### src/rtl/irq_agg_pkg.sv
package irq_agg_pkg;

    localparam int BUS_W    = 32;
    localparam int SRC_N    = 12;
    localparam int SRC_BASE = 15;   // MSB-first position of source 0
    localparam int ADDR_W   = 4;

    localparam int OFF_GIE  = 0;
    localparam int OFF_STAT = 1;
    localparam int OFF_EN   = 2;

    typedef enum logic [1:0] {
        SEL_GIE  = 2'd0,
        SEL_STAT = 2'd1,
        SEL_EN   = 2'd2,
        SEL_NONE = 2'd3
    } reg_sel_e;

    typedef struct packed {
        logic     wr;
        logic     rd;
        reg_sel_e sel;
    } reg_cmd_t;

    // MSB-first position -> vector index in a word of width w
    function automatic int msbf_to_idx(input int pos, input int w);
        return w - 1 - pos;
    endfunction

endpackage

### src/rtl/irq_agg_decode.sv
module irq_agg_decode
    import irq_agg_pkg::*;
#(
    parameter int ADDR_W_P = ADDR_W
) (
    input  logic                valid,
    input  logic                write,
    input  logic [ADDR_W_P-1:0] addr,
    output reg_cmd_t            cmd
);

    reg_sel_e sel;

    always_comb begin
        if (addr == ADDR_W_P'(OFF_GIE))
            sel = SEL_GIE;
        else if (addr == ADDR_W_P'(OFF_STAT))
            sel = SEL_STAT;
        else if (addr == ADDR_W_P'(OFF_EN))
            sel = SEL_EN;
        else
            sel = SEL_NONE;
    end

    always_comb begin
        cmd.wr  = valid && write;
        cmd.rd  = valid && !write;
        cmd.sel = sel;
    end

endmodule

### src/rtl/irq_agg_status.sv
module irq_agg_status #(
    parameter int SRC_N_P = 12
) (
    input  logic               clk,
    input  logic               rst,
    input  logic [SRC_N_P-1:0] evt,
    input  logic               tog_en,
    input  logic [SRC_N_P-1:0] tog_bits,
    output logic [SRC_N_P-1:0] stat_q
);

    logic [SRC_N_P-1:0] tog_mask;
    logic [SRC_N_P-1:0] stat_d;

    always_comb begin
        tog_mask = tog_en ? tog_bits : '0;
        // event wins over a toggle landing in the same cycle
        stat_d   = (stat_q ^ tog_mask) | evt;
    end

    always_ff @(posedge clk) begin
        if (rst)
            stat_q <= '0;
        else
            stat_q <= stat_d;
    end

endmodule

### src/rtl/irq_agg_combine.sv
module irq_agg_combine #(
    parameter int SRC_N_P = 12
) (
    input  logic               clk,
    input  logic               rst,
    input  logic [SRC_N_P-1:0] stat,
    input  logic [SRC_N_P-1:0] en,
    input  logic               gie,
    output logic               irq_q
);

    logic any_pending;

    always_comb any_pending = |(stat & en);

    always_ff @(posedge clk) begin
        if (rst)
            irq_q <= 1'b0;
        else
            irq_q <= gie && any_pending;
    end

endmodule

### src/rtl/irq_agg_regs.sv
module irq_agg_regs
    import irq_agg_pkg::*;
#(
    parameter int BUS_W_P    = BUS_W,
    parameter int SRC_N_P    = SRC_N,
    parameter int SRC_BASE_P = SRC_BASE,
    parameter int ADDR_W_P   = ADDR_W
) (
    input  logic                clk,
    input  logic                rst,
    input  logic [SRC_N_P-1:0]  evt_pulse,
    input  logic                reg_valid,
    input  logic                reg_write,
    input  logic [ADDR_W_P-1:0] reg_addr,
    input  logic [BUS_W_P-1:0]  reg_wdata,
    output logic [BUS_W_P-1:0]  reg_rdata,
    output logic                reg_rvalid,
    output logic                irq_out
);

    localparam int GIE_IDX = BUS_W_P - 1;

    reg_cmd_t           cmd;
    logic [SRC_N_P-1:0] stat_q;
    logic [SRC_N_P-1:0] en_q;
    logic               gie_q;
    logic [SRC_N_P-1:0] wr_src;
    logic [BUS_W_P-1:0] stat_word;
    logic [BUS_W_P-1:0] en_word;
    logic [BUS_W_P-1:0] gie_word;
    logic [BUS_W_P-1:0] rd_word;

    irq_agg_decode #(.ADDR_W_P(ADDR_W_P)) u_dec (
        .valid (reg_valid),
        .write (reg_write),
        .addr  (reg_addr),
        .cmd   (cmd)
    );

    // gather source fields out of the bus word and spread them back
    for (genvar i = 0; i < SRC_N_P; i++) begin : g_map
        localparam int IDX = BUS_W_P - 1 - (SRC_BASE_P + i);
        assign wr_src[i] = reg_wdata[IDX];
    end

    always_comb begin
        stat_word = '0;
        en_word   = '0;
        for (int i = 0; i < SRC_N_P; i++) begin
            stat_word[msbf_to_idx(SRC_BASE_P + i, BUS_W_P)] = stat_q[i];
            en_word[msbf_to_idx(SRC_BASE_P + i, BUS_W_P)]   = en_q[i];
        end
        gie_word          = '0;
        gie_word[GIE_IDX] = gie_q;
    end

    irq_agg_status #(.SRC_N_P(SRC_N_P)) u_stat (
        .clk      (clk),
        .rst      (rst),
        .evt      (evt_pulse),
        .tog_en   (cmd.wr && (cmd.sel == SEL_STAT)),
        .tog_bits (wr_src),
        .stat_q   (stat_q)
    );

    always_ff @(posedge clk) begin
        if (rst) begin
            en_q  <= '0;
            gie_q <= 1'b0;
        end else if (cmd.wr) begin
            if (cmd.sel == SEL_EN)
                en_q <= wr_src;
            if (cmd.sel == SEL_GIE)
                gie_q <= reg_wdata[GIE_IDX];
        end
    end

    irq_agg_combine #(.SRC_N_P(SRC_N_P)) u_comb (
        .clk   (clk),
        .rst   (rst),
        .stat  (stat_q),
        .en    (en_q),
        .gie   (gie_q),
        .irq_q (irq_out)
    );

    always_comb begin
        unique case (cmd.sel)
            SEL_GIE:  rd_word = gie_word;
            SEL_STAT: rd_word = stat_word;
            SEL_EN:   rd_word = en_word;
            default:  rd_word = '0;
        endcase
    end

    always_ff @(posedge clk) begin
        if (rst) begin
            reg_rdata  <= '0;
            reg_rvalid <= 1'b0;
        end else begin
            reg_rvalid <= cmd.rd;
            if (cmd.rd)
                reg_rdata <= rd_word;
        end
    end

endmodule

### config.mk
export PLATFORM = sky130hd
export DESIGN_NAME = irq_agg_regs
export DESIGN_NICKNAME = d
export VERILOG_FILES = /design/src/rtl/irq_agg_pkg.sv /design/src/rtl/irq_agg_decode.sv /design/src/rtl/irq_agg_status.sv /design/src/rtl/irq_agg_combine.sv /design/src/rtl/irq_agg_regs.sv
export SDC_FILE = /design/constraint.sdc
export NUM_CORES = 1
export LEC_CHECK = 0
export ABC_AREA = 1
export BUFFER_PORTS_ARGS = -buffer_cell sky130_fd_sc_hd__buf_4
export CORE_UTILIZATION = 52
export CTS_CLUSTER_SIZE = 40
export DETAILED_ROUTE_END_ITERATION = 8
export PLACE_DENSITY_LB_ADDON = 0.25
export SLEW_MARGIN = 10
export SYNTH_ARGS = -nofsm -noshare
export SYNTH_HDL_FRONTEND = slang
export SYNTH_SLANG_ARGS = --single-unit
### constraint.sdc
create_clock -name clk -period 1.4 [get_ports clk]
set_input_delay 0.21 -clock clk [delete_from_list [all_inputs] [get_ports clk]]
set_output_delay 0.21 -clock clk [all_outputs]
set_load 0.01 [all_outputs]
==> flow_summary.json <==
{
  "h-tree-depth": 2,
  "period_needed_ns": 1.00,
  "firstDrtPassIters": 6,
  "max-cap-violations": 0,
  "final-setup-viol-count": 0,
  "cts_made_buffers": 5,
  "rr_startpoint": "u_stat.stat_q[10]",
  "seq_area_frac_synth": 0.369,
  "clk_latency_ns": 0.29,
  "cts.clk_slew.worst_paths_ns": 0.07,
  "rr_worst_depth": 6,
  "antenna_found_initial": 0,
  "synth_top_area_share": 0.369,
  "fp-row-count": 23,
  "syn_inst": 333,
  "r2r-end": "u_comb.irq_q",
  "clockBufferDepth": 2,
  "critPathMaxFanout": 2,
  "postCtsSetupRepairBufs": 0,
  "fin_skew_ns": 0.00442,
  "layout-drive-gt1-share": 0.181,
  "wirelength_um": 4630,
  "post-route-period-util": 0.717,
  "io_buffers": 47,
  "wl_per_cell_um": 10.7,
  "required_ns": 1.19,
  "rrSetupSlack_ns": 0.47,
  "p_leak_nw": 1.31,
  "synth_flop_cell": "dfxtp_1",
  "use_met2": 0.407,
  "core_mm2": 0.00400,
  "post-synth-top-area-cell": "dfxtp_1",
  "async_flop_share": 0,
  "hold_path_startpoint": "reg_wdata[6]",
  "worstHoldPathCells": 3,
  "slowest_stage": "dfxtp_1",
  "nNetsFinal": 433,
  "gr-usage-met3": 0.0651,
  "drt_iter0_markers": 153,
  "dp_hpwl_um": 3230,
  "synthesis.area_mm2": 0.00217,
  "synth_edf_count": 0,
  "cts_root_buffer": "clkbuf_8",
  "overflow": 0,
  "cts_tree": "built",
  "synth_mux_area_frac": 0,
  "fin_setup_tns_ns": 0,
  "synth_cell_types": 21,
  "drtAntennaViolNets": 0,
  "grt_pass1_vias": 1745,
  "pwr_density_cell_mw_per_mm2": 885,
  "fp.dieW_um": 66.6,
  "die_h_um": 66.6,
  "grt_use_total": 0.233,
  "vias_per_cell": 4.78,
  "via_count": 2067,
  "hold_viol_final": 0,
  "die-area_mm2": 0.00444,
  "synth_top_family_by_area": "simple AND/OR/NAND/NOR gates",
  "status": "complete, but fails checks",
  "ys_warn_count": 0,
  "syn_avg_cell_area_um2": 6.52,
  "syn2layout_area_growth_pct": 18.5,
  "synthSimpleGateAreaFrac": 0.350,
  "path_buf_inv": 1,
  "drc_errors": 2,
  "cp_top_family": "flip-flops",
  "violations": "design-rule violations",
  "gp_congestion": 0.782,
  "fmax_mhz": 996,
  "cts.sinks": 40,
  "holdPathEnd": "en_q[10]",
  "endpoint_kind": "output pin",
  "num_antenna_cells": 0,
  "synthMostInstantiatedCell": "nand2_1",
  "path_cells": "buf_4",
  "rsz0062_at_grt": "false",
  "met1_usage": 0.272,
  "worstPathArrival_ns": 0.79,
  "critPathLaunchType": "register",
  "cts_resized": 0,
  "synth_fa_ha_area_frac": 0,
  "hp-class": "in -> reg",
  "max_stage_delay_ns": 0.37,
  "synth_area_leaders": "dfxtp_1 37%, nand2_1 15%, nand3_1 9.2%",
  "drv_slew": 0,
  "fin_ws_ns": 0.396,
  "ios": 86,
  "synth-seq-cells": 40,
  "start_util": 0.543,
  "grt_max_degree": 25,
  "preCtsSetupSlack_ns": 0.112,
  "cts_hold_buf": 0,
  "synthXorXnorAreaFrac": 0,
  "grt_pass1_wl_um": 7670,
  "critPathKind": "reg -> out",
  "vdd.ir_drop.worst_mv": 0.679,
  "grt-busiest-layer": "met2",
  "synthTopCellsByCount": "84 x nand2_1, 53 x inv_1, 40 x dfxtp_1, 40 x nand3_1, 30 x nor2_1",
  "synth-compound-area-share": 0.0737
}
metrics by stage:
step / utilization / std cells / hold slack, ns / area, um2 / power [W]
final: 0.644 / 432 / 0.158 / 2570 / 0.00228
after global routing: 0.644 / 432 / 0.153 / 2570 / 0.00238
after floorplan: - / 351 / 0.279 / 2240 / 0.00142
after CTS: 0.644 / 432 / 0.150 / 2570 / 0.00230
after global placement: 0.621 / 424 / 0.451 / 2480 / 0.00151
after detailed placement: 0.621 / 424 / 0.457 / 2480 / 0.00151
cells by family (layout without fill, tap and decap cells):
| group | count (synthesis) | after routing |
|---|---|---|
| AO/OA/AOI/OAI | 32 | 32 |
| flip-flops | 40 | 40 |
| other | 1 | 19 |
| buffers and inverters | 89 | 120 |
| AND/OR/NAND/NOR | 171 | 171 |
layer usage:
layer	share of wire	vias to the layer above	routed length, um
li1	-	1088	-
met1	0.42	905	1940
met2	0.50	68	2320
met3	0.067	6	308
met4	0.012	0	57
met5	0	-	0
how the worst max path moves through the flow:
stage | start | to | slack (ns) | cells after the start
6_report | reg_rdata[8] | reg_rdata[8] | 0.40 | 1
5_1_grt | reg_addr[3] | reg_rdata[9] | 0.31 | 6
4_1_cts | reg_rdata[8] | reg_rdata[8] | 0.40 | 1
3_5_place_dp | reg_addr[3] | u_stat.stat_q[0] | 0.11 | 10
3_3_place_gp | reg_addr[3] | en_q[2] | 0.14 | 7
2_1_floorplan | reg_addr[3] | u_stat.stat_q[10] | 0.37 | 9
final cells by class:
type                            instances  area, um2
Fill cell                             375       1430
Multi-Input combinational cell        222        991
Sequential cell                        40        801
Timing Repair Buffer                   56        420
Inverter                               56        210
Clock buffer                            8       90.1
Tap cell                               50       62.6
state kept, by name (all words and copies together), names as in the netlist:
signal,count
reg_rdata,13
en_q,12
u_stat.stat_q,12
gie_q,1
reg_rvalid,1
u_comb.irq_q,1
placed cells by master, fill, tap and decap left out:
master / synthesis / final
buf_4: 23 / 56
o21ai_1: 12 / 12
clkbuf_8: 0 / 6
inv_2: 2 / 2
nor2_4: 2 / 2
nand2_1: 84 / 84
clkinv_1: 1 / 1
o21ai_0: 7 / 7
nand3_4: 1 / 1
clkbuf_1: 2 / 2
nand3_2: 1 / 1
dfxtp_1: 40 / 40
a21oi_1: 13 / 13
nand4_1: 12 / 12
nor2_2: 1 / 1
inv_1: 53 / 53
nand3_1: 40 / 40
conb_1: 1 / 19
nor2_1: 30 / 30
where the power goes:
| part | switching [W] | total (W) | internal (W) |
|---|---|---|---|
| clock | 0.000387 | 0.000789 | 0.000402 |
| combinational | 0.000175 | 0.000294 | 0.000119 |
| sequential | 0.0000250 | 0.00120 | 0.00117 |
Power figures use the tool's default switching activity.
